`src/rtl/vxp_pkg.sv`:
```
package vxp_pkg;

    typedef struct packed {
        logic running;
        logic used;
        logic done;
    } vxp_flags_t;

endpackage

```
`src/rtl/vxp_line_counter.sv`:
```
module vxp_line_counter #(
    parameter int POS_W = 13
) (
    input  logic             clk_i,
    input  logic             rst_ni,
    input  logic             hd_i,
    output logic [POS_W-1:0] pix_o
);
    localparam logic [POS_W-1:0] PIX_MAX = '1;
    localparam logic [POS_W-1:0] PIX_ONE = POS_W'(1);

    logic [POS_W-1:0] pix_d, pix_q;

    always_comb begin
        pix_d = pix_q;
        if (hd_i) begin
            pix_d = '0;
        end else if (pix_q != PIX_MAX) begin
            pix_d = pix_q + PIX_ONE;
        end
    end

    always_ff @(posedge clk_i or negedge rst_ni) begin
        if (!rst_ni) pix_q <= '0;
        else         pix_q <= pix_d;
    end

    assign pix_o = pix_q;

endmodule

```
`src/rtl/vxp_burst_ctrl.sv`:
```
module vxp_burst_ctrl
    import vxp_pkg::*;
#(
    parameter int POS_W = 13
) (
    input  logic             clk_i,
    input  logic             rst_ni,
    input  logic             hd_i,
    input  logic             region_i,
    input  logic             scan_i,
    input  logic             mult_i,
    input  logic [POS_W-1:0] vstart_i,
    input  logic [POS_W-1:0] vlen_i,
    input  logic [POS_W-1:0] vrep_i,
    input  logic [POS_W-1:0] pix_i,
    output logic             load_o,
    output logic [POS_W-1:0] idx_o,
    output logic             done_o
);
    localparam logic [POS_W-1:0] ONE = POS_W'(1);

    typedef struct packed {
        vxp_flags_t       flags;
        logic [POS_W-1:0] sub;
        logic [POS_W-1:0] unit;
    } ctrl_state_t;

    ctrl_state_t st_d, st_q;

    logic [POS_W-1:0] len_eff, rep_eff, cur_sub, cur_unit;
    logic             line_break, start, keep, active, sub_end, last;

    always_comb begin
        len_eff    = (vlen_i == '0) ? ONE : vlen_i;
        rep_eff    = (vrep_i == '0) ? ONE : vrep_i;
        line_break = hd_i & ~scan_i;
        start      = region_i & ~hd_i & ~st_q.flags.running
                     & ~st_q.flags.used & (pix_i == vstart_i);
        keep       = st_q.flags.running & region_i & ~line_break;
        active     = start | keep;
        cur_sub    = start ? '0 : st_q.sub;
        cur_unit   = start ? '0 : st_q.unit;
        sub_end    = (cur_sub == (len_eff - ONE));
        last       = active & sub_end & (cur_unit == (rep_eff - ONE));

        st_d            = st_q;
        st_d.flags.done = last;
        if (active) begin
            if (sub_end) begin
                st_d.sub  = '0;
                st_d.unit = cur_unit + ONE;
            end else begin
                st_d.sub  = cur_sub + ONE;
                st_d.unit = cur_unit;
            end
        end
        st_d.flags.running = active & ~last;
        if (start) begin
            st_d.flags.used = 1'b1;
        end else if (~region_i | line_break) begin
            st_d.flags.used = 1'b0;
        end
    end

    always_ff @(posedge clk_i or negedge rst_ni) begin
        if (!rst_ni) st_q <= '0;
        else         st_q <= st_d;
    end

    assign load_o = active;
    assign idx_o  = mult_i ? cur_unit : cur_sub;
    assign done_o = st_q.flags.done;

    assert_done_single_R9: assert property (@(posedge clk_i) disable iff (!rst_ni)
        st_q.flags.done |=> !st_q.flags.done);

    assert_done_ends_run_R9: assert property (@(posedge clk_i) disable iff (!rst_ni)
        st_q.flags.done |-> !st_q.flags.running);

    assert_sub_in_range_R3: assert property (@(posedge clk_i) disable iff (!rst_ni)
        st_q.flags.running |-> (st_q.sub < len_eff));

    assert_line_cut_R7: assert property (@(posedge clk_i) disable iff (!rst_ni)
        (st_q.flags.running && hd_i && !scan_i) |=> !st_q.flags.running);

    assert_scan_keeps_R8: assert property (@(posedge clk_i) disable iff (!rst_ni)
        (st_q.flags.running && scan_i && region_i) |=> (st_q.flags.running || st_q.flags.done));

    assert_idle_region_R12: assert property (@(posedge clk_i) disable iff (!rst_ni)
        !region_i |=> (!st_q.flags.running && !st_q.flags.done));

endmodule

```
`src/rtl/vxp_out_lane.sv`:
```
module vxp_out_lane #(
    parameter int POS_W   = 13,
    parameter int NUM_TOG = 6
) (
    input  logic                     clk_i,
    input  logic                     rst_ni,
    input  logic                     load_i,
    input  logic [POS_W-1:0]         idx_i,
    input  logic                     pol_i,
    input  logic [NUM_TOG*POS_W-1:0] tog_i,
    output logic                     out_o
);
    localparam logic [POS_W-1:0] UNUSED = '1;

    logic lvl, out_d, out_q;

    always_comb begin
        lvl = pol_i;
        for (int k = 0; k < NUM_TOG; k++) begin
            if ((tog_i[k*POS_W +: POS_W] != UNUSED) && (tog_i[k*POS_W +: POS_W] <= idx_i)) begin
                lvl = ~lvl;
            end
        end
        out_d = load_i ? lvl : out_q;
    end

    always_ff @(posedge clk_i or negedge rst_ni) begin
        if (!rst_ni) out_q <= 1'b0;
        else         out_q <= out_d;
    end

    assign out_o = out_q;

endmodule

```
`src/rtl/vxfer_pattern_gen.sv`:
```
module vxfer_pattern_gen #(
    parameter int NUM_OUT = 4,
    parameter int NUM_TOG = 6,
    parameter int POS_W   = 13
) (
    input  logic                             clk_i,
    input  logic                             rst_ni,
    input  logic                             hd_i,
    input  logic                             region_act_i,
    input  logic                             scan_en_i,
    input  logic                             mult_en_i,
    input  logic [NUM_OUT-1:0]               grp_b_i,
    input  logic [NUM_OUT-1:0]               start_pol_i,
    input  logic [NUM_OUT*NUM_TOG*POS_W-1:0] tog_pos_i,
    input  logic [POS_W-1:0]                 vstart_i,
    input  logic [POS_W-1:0]                 vlen_i,
    input  logic [POS_W-1:0]                 vrep_i,
    output logic [NUM_OUT-1:0]               vout_o,
    output logic                             done_o
);
    localparam int LANE_W = NUM_TOG * POS_W;

    logic [POS_W-1:0] pix;
    logic [POS_W-1:0] idx;
    logic             load;
    logic             mult_eff;

    assign mult_eff = mult_en_i & ~(|grp_b_i);

    vxp_line_counter #(.POS_W(POS_W)) u_line (
        .clk_i  (clk_i),
        .rst_ni (rst_ni),
        .hd_i   (hd_i),
        .pix_o  (pix)
    );

    vxp_burst_ctrl #(.POS_W(POS_W)) u_ctrl (
        .clk_i    (clk_i),
        .rst_ni   (rst_ni),
        .hd_i     (hd_i),
        .region_i (region_act_i),
        .scan_i   (scan_en_i),
        .mult_i   (mult_eff),
        .vstart_i (vstart_i),
        .vlen_i   (vlen_i),
        .vrep_i   (vrep_i),
        .pix_i    (pix),
        .load_o   (load),
        .idx_o    (idx),
        .done_o   (done_o)
    );

    for (genvar i = 0; i < NUM_OUT; i++) begin : g_lane
        vxp_out_lane #(.POS_W(POS_W), .NUM_TOG(NUM_TOG)) u_lane (
            .clk_i  (clk_i),
            .rst_ni (rst_ni),
            .load_i (load),
            .idx_i  (idx),
            .pol_i  (start_pol_i[i]),
            .tog_i  (tog_pos_i[i*LANE_W +: LANE_W]),
            .out_o  (vout_o[i])
        );
    end

    assert_hold_idle_R10: assert property (@(posedge clk_i) disable iff (!rst_ni)
        !region_act_i |=> $stable(vout_o));

endmodule

```
`config.mk`:
```
export PLATFORM = sky130hd
export DESIGN_NAME = vxfer_pattern_gen
export DESIGN_NICKNAME = d
export VERILOG_FILES = /design/src/rtl/vxp_pkg.sv /design/src/rtl/vxp_line_counter.sv /design/src/rtl/vxp_burst_ctrl.sv /design/src/rtl/vxp_out_lane.sv /design/src/rtl/vxfer_pattern_gen.sv
export SDC_FILE = /design/constraint.sdc
export NUM_CORES = 1
export LEC_CHECK = 0
export BUFFER_PORTS_ARGS = -buffer_cell sky130_fd_sc_hd__buf_4
export CELL_PAD_IN_SITES_DETAIL_PLACEMENT = 0
export CELL_PAD_IN_SITES_GLOBAL_PLACEMENT = 1
export CORE_AREA = 2 2 173 175
export CTS_CLUSTER_DIAMETER = 200
export DETAILED_ROUTE_END_ITERATION = 8
export DIE_AREA = 0 0 175 177
export HOLD_SLACK_MARGIN = 0.05
export PLACE_DENSITY_LB_ADDON = 0.25
export SKIP_LAST_GASP = 1
export SLEW_MARGIN = 10
export SYNTH_ARGS = -nofsm -noshare
export SYNTH_HDL_FRONTEND = slang
export SYNTH_SLANG_ARGS = --single-unit
```
`constraint.sdc`:
```
create_clock -name clk_i -period 12.5 [get_ports clk_i]
set_input_delay 0 -clock clk_i [delete_from_list [all_inputs] [get_ports clk_i]]
set_output_delay 0 -clock clk_i [all_outputs]
set_load 0.02 [all_outputs]
```
; Word level (Yosys, flattened, before mapping)
; Index checks and enable logic that the tools add are counted.
; Widths: inputs -> output; s select.
[classes]
n_eq_ne = 28
n_reduce_logical = 29
muxes = 34
n_bitwise = 45
n_lt_le_gt_ge = 24
add_sub_neg = 5
[ops]
columns = operator, count
row1 = $ne 13x13->1 const B, 25
row2 = $le 13x13->1, 24
row3 = $mux 13, 7
row4 = $add 13x1->13 const B, 3
row5 = $eq 13x13->1, 3
row6 = $not 1->1, 32
row7 = $logic_not 13->1, 2
row8 = $mux 1, 26
row9 = $mux 26, 1
row10 = $sub 13x1->13 const B, 2
row11 = $logic_and 1x1->1, 24
row12 = $and 1x1->1, 11
row13 = $reduce_bool 2->1, 2
row14 = $reduce_or 4->1, 1
row15 = $or 1x1->1, 2
[word_totals]
elab_cells = 175
regBits = 46
inputBits = 365
out_inout_bits = 5

; Depth between registers and ports, before layout
; Gate-level depths: netlist of the first run.
[logic_depth]
word_depth = 20
ltp_mapped = 21

; Cells and area by module
; From an unflattened synthesis of the first run, not the netlist that was laid out.
[hier_totals]
hier_cells = 1582
area_unflattened_um2 = 12340.6
[modules_own_cells]
columns = mod, seq_area_each_um2, instances, cells_per_inst, area_each_um2
row1 = vxp_out_lane (g_lane[0].u_lane ...), 25.0, 3, 267, 2068.2
row2 = vxp_burst_ctrl, 725.7, 1, 442, 3311.9
row3 = vxp_out_lane (g_lane[3].u_lane), 25.0, 1, 265, 2077.0
row4 = vxp_line_counter, 325.3, 1, 72, 728.2
row5 = vxfer_pattern_gen, 0.0, 1, 2, 18.8

; Worst setup path before layout of the first run
; No wires, ideal clock.
[synth_timing]
path_kind = register -> register
startpoint = register u_ctrl.st_q[28] (netlist name)
endpoint = register g_lane[3].u_lane.out_q
t_required_ns = 12.375
arrival_time_ns = 5.501
synth_period_minus_slack_ns = 5.625
setup_time_ns = 0.125
setup_slack_ns = 6.875
stages_incl_launch_ff = 22
cell_sequence = dfrtp_1 or4b_4 nor4_4 or4b_1 buf_2 clkbuf_1 clkbuf_1 clkbuf_1 clkbuf_1 nand2_1 ha_1 a21oi_1 nor2b_1 o21ai_0 nand2b_1 a311o_1 a221o_1 a31oi_1 xnor2_1 xnor3_1 xor2_1 mux2_2
[synth_via]
elab_chain_cells = 19
[synth_lines]
columns = item, line_no
row1 = "start, declared", vxp_burst_ctrl.sv:28  ; ctrl_state_t st_d, st_q;
row2 = "start signal, assigned", vxp_burst_ctrl.sv:67  ; else st_q <= st_d;
row3 = $not 1->1, vxp_burst_ctrl.sv:37  ; start = region_i & ~hd_i & ~st_q.flags.running
row4 = $and 1x1->1, vxp_burst_ctrl.sv:37
row5 = $and 1x1->1 (2 in a row), vxp_burst_ctrl.sv:38  ; & ~st_q.flags.used & (pix_i == vstart_i);
row6 = $mux 13 (on tied branches), "vxp_burst_ctrl.sv:41, vxp_burst_ctrl.sv:42"
row7 = $mux 13, vxp_burst_ctrl.sv:71  ; assign idx_o = mult_i ? cur_unit : cur_sub;
row8 = $le 13x13->1, vxp_out_lane.sv:20  ; if ((tog_i[k*POS_W +: POS_W] != UNUSED) && (tog_i[k*POS_W +: POS_W] <= idx_i)) begin
row9 = $logic_and 1x1->1, vxp_out_lane.sv:20
row10 = $mux 1, vxp_out_lane.sv:20
row11 = (+2 left out), -
row12 = $not 1->1, vxp_out_lane.sv:21  ; lvl = ~lvl;
row13 = $mux 1, vxp_out_lane.sv:20
row14 = $not 1->1, vxp_out_lane.sv:21
row15 = $mux 1, vxp_out_lane.sv:20
row16 = $not 1->1, vxp_out_lane.sv:21
row17 = $mux 1, vxp_out_lane.sv:20
row18 = $not 1->1, vxp_out_lane.sv:21
row19 = $mux 1, vxp_out_lane.sv:20
row20 = "end signal, assigned", vxp_out_lane.sv:29  ; else out_q <= out_d;
row21 = "end, declared", vxp_out_lane.sv:15  ; logic lvl, out_d, out_q;
; Several ways; a longest one is shown, not always the timed one.
; A chain may end at the register's enable or synchronous reset.

; Final worst setup path of the first run
[layout_timing]
startpoint = input hd_i
endpoint = register g_lane[3].u_lane.out_q
[layout_via]
elab_chain_cells = 20
[layout_lines]
columns = item, line_no
row1 = "start, declared", vxfer_pattern_gen.sv:8  ; input logic hd_i,
row2 = $not 1->1, vxp_burst_ctrl.sv:37
row3 = $and 1x1->1 (2 in a row), vxp_burst_ctrl.sv:37
row4 = $and 1x1->1 (2 in a row), vxp_burst_ctrl.sv:38
row5 = $mux 13 (on tied branches), "vxp_burst_ctrl.sv:41, vxp_burst_ctrl.sv:42"
row6 = $mux 13, vxp_burst_ctrl.sv:71
row7 = $le 13x13->1, vxp_out_lane.sv:20
row8 = $logic_and 1x1->1, vxp_out_lane.sv:20
row9 = $mux 1, vxp_out_lane.sv:20
row10 = (+2 left out), -
row11 = $not 1->1, vxp_out_lane.sv:21
row12 = $mux 1, vxp_out_lane.sv:20
row13 = $not 1->1, vxp_out_lane.sv:21
row14 = $mux 1, vxp_out_lane.sv:20
row15 = $not 1->1, vxp_out_lane.sv:21
row16 = $mux 1, vxp_out_lane.sv:20
row17 = $not 1->1, vxp_out_lane.sv:21
row18 = $mux 1, vxp_out_lane.sv:20
; Several ways; a longest one is shown, not always the timed one.

==> results of run 1 <==
==> critical path, cell delays in order <==
cell and delay [ns]:
dlygate4sd3_1 0.54, buf_4 0.20, or4b_4 0.56, nor4_4 0.35, or4b_2 0.64, buf_4 0.35, nand2_1 0.30, buf_4 0.42
ha_1 0.19, nand4_1 0.17, nor2_1 0.15, nand2_1 0.06, or3_1 0.35, a22oi_1 0.22, a41oi_1 0.15, a211oi_1 0.43
xnor2_1 0.18, xnor3_1 0.24, xor2_1 0.15, mux2_2 0.27
==> through the flow <==
stage / total power [uW] / hold WS, ns
3_3_place_gp: 482 / 0.0837
4_1_cts: 651 / 0.121
5_1_grt: 693 / 0.182
2_1_floorplan: 316 / -0.296
6_report: 649 / 0.125
3_5_place_dp: 488 / 0.0841
==> routing by layer <==
| layer | up-vias | global-route usage |
|---|---|---|
| li1 | 6628 | - |
| met5 | - | 0 |
| met4 | 0 | 0.0913 |
| met3 | 84 | 0.0421 |
| met1 | 6392 | 0.379 |
| met2 | 537 | 0.511 |
==> state kept, by name, summed over array words and instances, names as in the netlist <==
register             flops
u_ctrl.done_o            1
u_line.pix_o            13
g_lane.u_lane.out_o      4
u_ctrl.st_q             28
==> path summary, 6_finish.rpt <==
check | startpoint | end | slack, ns | cells past startpoint
min in group asynchronous | rst_ni | u_ctrl.st_q[9]$_DFFE_PN0P_ | 0.27 | 2
worst max register to register | u_ctrl.st_q[28]$_DFF_PN0_ | g_lane[3].u_lane.out_o$_DFFE_PN0P_ | 6.82 | 18
worst max-delay path | hd_i | g_lane[3].u_lane.out_o$_DFFE_PN0P_ | 6.75 | 20
worst min register to register | u_ctrl.st_q[27]$_DFFE_PN0P_ | u_ctrl.st_q[27]$_DFFE_PN0P_ | 0.49 | 2
max in group asynchronous | rst_ni | u_ctrl.st_q[20]$_DFFE_PN0P_ | 11.75 | 2
worst min-delay path | region_act_i | u_ctrl.st_q[27]$_DFFE_PN0P_ | 0.12 | 4
==> report_power, final <==
group | total [uW] | internal (uW) | switching, uW
clock network | 161 | 94.7 | 66.2
logic | 336 | 175 | 161
registers | 152 | 150 | 2.08
==> layout make-up <==
class                           instances  area [um^2]  area share
Tap cell                              390          488      0.0316
Inverter                               68          255      0.0165
Antenna cell                            1         2.50    0.000162
Clock inverter                          2         37.5     0.00243
Multi-Input combinational cell       1386        10400       0.677
Timing Repair Buffer                  388         2920       0.189
Sequential cell                        46         1150      0.0746
Clock buffer                            6          129     0.00835
==> kinds of logic after synthesis <==
| logic type | count (synthesis) | share of synthesized area |
|---|---|---|
| xor+xnor | 117 | 0.0953 |
| compound gates | 360 | 0.196 |
| buf+inv | 108 | 0.0396 |
| mux | 23 | 0.0204 |
| fa+ha+maj | 278 | 0.284 |
| simple gates | 608 | 0.270 |
| flops | 46 | 0.0954 |
==> cells in the final DEF, fill, tap and decap left out, drive strengths merged, types with 10 or more instances in the layout <==
cell type / n
or3: 17
and3: 21
nand4: 92
mux2i: 10
xnor2: 60
nand3: 75
a211oi: 18
and2: 13
a21o: 36
ha: 256
o21ai: 94
dfrtp: 46
maj3: 22
nor3: 36
buf: 386
nor3b: 11
a31oi: 17
mux2: 13
nor2: 98
a21oi: 89
nor4: 37
nor2b: 27
xor2: 48
inv: 68
nand2: 133
o211ai: 15
==> what timing repair did <==
| item | 4_1_cts | 5_1_grt |
|---|---|---|
| hold endpoints to repair | 59 | 0 |
| gates resized for setup | 0 | 0 |
| hold buffers | 2 | 0 |
| setup buffers | 0 | 0 |
| endpoints found under the setup margin | 0 | 0 |
==> run metrics, run 1 <==
status finished, final reports clean; first-pass GRT wire length 72300 um; Post-synth top flop dfrtp_1; post-synthesis sequential area ratio 0.0954; met1 wire length 19900 um; CP required 12.69 ns; initial core utilization 0.412; Yosys reg bits 46; Synth Cell Area 12100 um^2; Final GP Congestion 0.902; RSZ-0062 raised after global routing no; clk_lat worst skew 0.31 ns; pin count of the biggest net entering global routing 71; Layout area overhead 27.9%; final period utilization 0.460; gr ovfl total 0; Die Y 177 um; top-area cell type share of the netlist area 0.266; total vias in the final route 13641; Hold Vio Cnt, Final 0; PwrDens 42.1 nW/um^2; Ports 370; drt pass-1 iters 5; die width 175 um; gr usage total 0.295; Worst Setup End Kind register; Non-Filler Instances 2287; fin util 0.528; Filler cells 2891; Sink Count 46; Async SR Flop Fraction 1.00; met3 WL 3440 um; met2 wire length 22200 um; DR top layer met4; placed cell areas 15200 um^2; post-route cell area 15400 um^2; cell with the most instances after synthesis ha_1; Final ANT Viol Nets 0; fmax 174 MHz; skew final 0.0115 ns; dpl hpwl 37600 um; Syn Area/Cell 7.83 um^2; CTS tree built; Max Buffers Root-to-Sink 2; Post-synth EDFFs 0; die area 31000 um^2; Num CTS Buffers 5; vias per std cell 5.96; Post-Synthesis Cells 1540; Max H-tree Level 2; cell count after placement 2276; share of layout cells above drive strength 1 0.228; Leakage 0.00680 uW; row count 63; detailed-route wire length 46900 um; post-synthesis cell type count 86; total core area 29200 um^2; setup ws final 6.75 ns; Place WS 6.83 ns; MaxCap Viol Count 0; CP startpoint kind input pin; # port buffers 369; Initial DRC Count 776; wire per inst 20.5 um; Setup TNS 0 ns; Synth top cells by count ha_1, nand2_1, nor2_1, nand4_1, o21ai_0; Critical Path AT 5.94 ns; yosys warns 0; CTS root buffer clkbuf_16; drt drc 0; crit path time final 5.75 ns; Crit Path Max Fanout 53; Least-Margin Pin Slew 0.936 ns; Final Max Tran Viols 0; syn nets 2161; vias in the first global route 13290; Worst IR Drop VDD 0.0621 mV; Tightest Hold Check Type in2reg; initial antenna violation count 1; Worst Path Class, Setup in2reg; Synth area leaders ha_1, dfrtp_1, nand4_1, xnor2_1, nand2_1; relative slew slack 0.375; final setup fails 0; clock-pin slew on the worst setup and hold paths 0.08 ns; largest area contributor in the netlist ha_1; Layout Nets 2516
(Power assumes the default switching activity.)
==> inputs of run 2 (changes only) <==
Settings changed: CORE_AREA 2 2 173 175 to 2 2 189 191, DIE_AREA 0 0 175 177 to 0 0 191 193.
Clock period 12.5 ns to 5 ns, I/O delays scaled along.
==> run metrics, run 2 (synthesis results as in run 1) <==
Worst IR Drop VDD 0.126 mV (was 0.0621 mV); Num CTS Buffers 5 (unchanged); initial antenna violation count 1 (unchanged); CP startpoint kind input pin (unchanged); # port buffers 369 (unchanged); pin count of the biggest net entering global routing 47 (was 71); drt pass-1 iters 5 (unchanged); CTS root buffer clkbuf_16 (unchanged); gr usage total 0.269 (was 0.295); Crit Path Max Fanout 18 (was 53); Critical Path AT 4.93 ns (was 5.94 ns); PwrDens 101 nW/um^2 (was 42.1 nW/um^2); fmax 211 MHz; Non-Filler Instances 2380 (was 2287); row count 69 (was 63); total core area 35000 um^2 (was 29200 um^2); Max H-tree Level 2 (unchanged); clock share of power 0.222 (was 0.248); Layout area overhead 31.1% (was 27.9%); CP required 5.19 ns (was 12.69 ns); cell count after placement 2368 (was 2276); relative slew slack 0.504 (was 0.375); crit-path most repeated cell or4b_4 (was buf_4); Hold Vio Cnt, Final 0 (unchanged); clock-pin slew on the worst setup and hold paths 0.07 ns (was 0.08 ns); dpl hpwl 42200 um (was 37600 um); most common cell after layout, fill and taps aside buf_4 (unchanged); Final ANT Viol Nets 0 (unchanged); Final GP Congestion 0.889 (was 0.902); CTS tree built (unchanged); crit path time final 4.74 ns; drt drc 0 (unchanged); vias in the first global route 13584 (was 13290); Gate power share 0.539 (was 0.518); setup ws final 0.265 ns (was 6.75 ns); first-pass GRT wire length 76600 um (was 72300 um); Final Max Tran Viols 0 (unchanged); post-CTS setup buffer count 0 (unchanged); placed cell areas 15600 um^2 (was 15200 um^2); Place WS 0.255 ns (was 6.83 ns); crit-path cells dlygate4sd3_1 > buf_4 > or4b_4 > nor4_4 > or4b_4 > nand2_8 > ha_1 > a21oi_1 > nor2b_1 > o21ai_0 > nand2b_1 > a311o_1 > a221o_1 > a31oi_1 > xnor2_1 > xnor3_1 > xor2_1 > mux2_2 (was dlygate4sd3_1 > buf_4 > or4b_4 > nor4_4 > or4b_2 > buf_4 > nand2_1 > buf_4 > ha_1 > nand4_1 > nor2_1 > nand2_1 > or3_1 > a22oi_1 > a41oi_1 > a211oi_1 > xnor2_1 > xnor3_1 > xor2_1 > mux2_2); most frequent cells in the layout buf_4, ha_1, nand2_1 (unchanged); status finished, final reports clean (unchanged); post-route cell area 15800 um^2 (was 15400 um^2); gr ovfl total 0 (unchanged); Max Buffers Root-to-Sink 2 (unchanged); vias per std cell 5.75 (was 5.96); die area 36900 um^2 (was 31000 um^2); Most flops, register u_ctrl.st_q (unchanged); initial core utilization 0.345 (was 0.412); wire per inst 21.5 um (was 20.5 um); Ports 370 (unchanged); Sequential Power Share 0.239 (was 0.234); Die Y 193 um (was 177 um); P_int 1010 uW (was 420 uW); Worst Setup End Kind register (unchanged); max reg flops 28 (unchanged); detailed-route wire length 51200 um (was 46900 um); MaxCap Viol Count 0 (unchanged); Layout Nets 2538 (was 2516); total vias in the final route 13693 (was 13641); fin util 0.452 (was 0.528); Slowest cell on crit path or4b_4 (was or4b_2); P_sw 587 uW (was 229 uW); clk_lat worst skew 0.30 ns (was 0.31 ns); Least-Margin Pin Slew 0.742 ns (was 0.936 ns); Worst Path Class, Setup in2reg (unchanged); Initial DRC Count 800 (was 776); slowest stage delay, CP 0.65 ns (was 0.64 ns); Net Sw Frac 0.368 (was 0.353); die width 191 um (was 175 um); skew final 0.00559 ns (was 0.0115 ns); Tightest Hold Check Type in2reg (unchanged); final period utilization 0.947; final setup fails 0 (unchanged); share of layout cells above drive strength 1 0.242 (was 0.228); Filler cells 3538 (was 2891); Leakage 0.00693 uW (was 0.00680 uW); Sink Count 46 (unchanged)
-- run 2: power by group through the flow --
stage / registers (uW) / logic, uW / clock network (uW)
2_1_floorplan: 386 / 405 / 0
3_3_place_gp: 387 / 841 / 0
3_5_place_dp: 387 / 851 / 0
4_1_cts: 380 / 856 / 365
5_1_grt: 381 / 953 / 379
6_report: 380 / 860 / 354
-- run 2: critical path, delay by kind of cell --
kind,cells,cell delay [ns]
AND/OR/NAND/NOR,6,1.84
multiplexers,1,0.27
adder cells (fa/ha/maj),1,0.29
buffers and inverters,2,0.74
AO/OA/AOI/OAI,5,1.05
XOR/XNOR,3,0.72
-- run 2: what timing repair did --
action | in CTS | in global routing
hold buffers | 2 | 0
hold endpoints to repair | 59 | 0
endpoints found under the setup margin | 0 | 2
resized for setup | 0 | 4
-- run 2: path summary, 6_finish.rpt --
check                                       startpoint                                 end  slack [ns]  cells after the start
min in group asynchronous                       rst_ni          u_ctrl.st_q[9]$_DFFE_PN0P_        0.26                      2
min                                       region_act_i         u_ctrl.st_q[27]$_DFFE_PN0P_        0.11                      4
max reg2reg                  u_ctrl.st_q[28]$_DFF_PN0_  g_lane[3].u_lane.out_o$_DFFE_PN0P_        0.33                     16
min reg2reg                u_ctrl.st_q[27]$_DFFE_PN0P_         u_ctrl.st_q[27]$_DFFE_PN0P_        0.49                      2
max in group asynchronous                       rst_ni  g_lane[2].u_lane.out_o$_DFFE_PN0P_        4.30                      2
max                                               hd_i  g_lane[3].u_lane.out_o$_DFFE_PN0P_        0.26                     18
-- run 2: through the flow --
step / power [uW] / setup TNS (ns) / hold slack (ns)
5_1_grt: 1710 / -0.00374 / 0.135
4_1_cts: 1600 / 0 / 0.103
6_report: 1590 / 0 / 0.109
3_3_place_gp: 1230 / 0 / 0.0897
2_1_floorplan: 791 / 0 / -0.296
3_5_place_dp: 1240 / 0 / 0.0698
-- run 2: area by class of cell --
type | instances | area, um^2 | area share
multi-input combinational | 1387 | 10600 | 0.668
tap | 461 | 577 | 0.0365
clock buffer | 5 | 125 | 0.00791
clock inverter | 3 | 23.8 | 0.00150
inverter | 68 | 255 | 0.0161
sequential | 46 | 1150 | 0.0728
timing repair buffer | 409 | 3110 | 0.197
antenna | 1 | 2.50 | 0.000158
-- run 2: layer usage --
metal / wire [um] / track usage / vias to the layer above / share of wire
li1: - / - / 6669 / -
met1: 21600 / 0.330 / 6447 / 0.42
met2: 24500 / 0.477 / 483 / 0.48
met3: 3420 / 0.0429 / 94 / 0.067
met4: 1690 / 0.0900 / 0 / 0.033
met5: 0 / 0 / - / 0
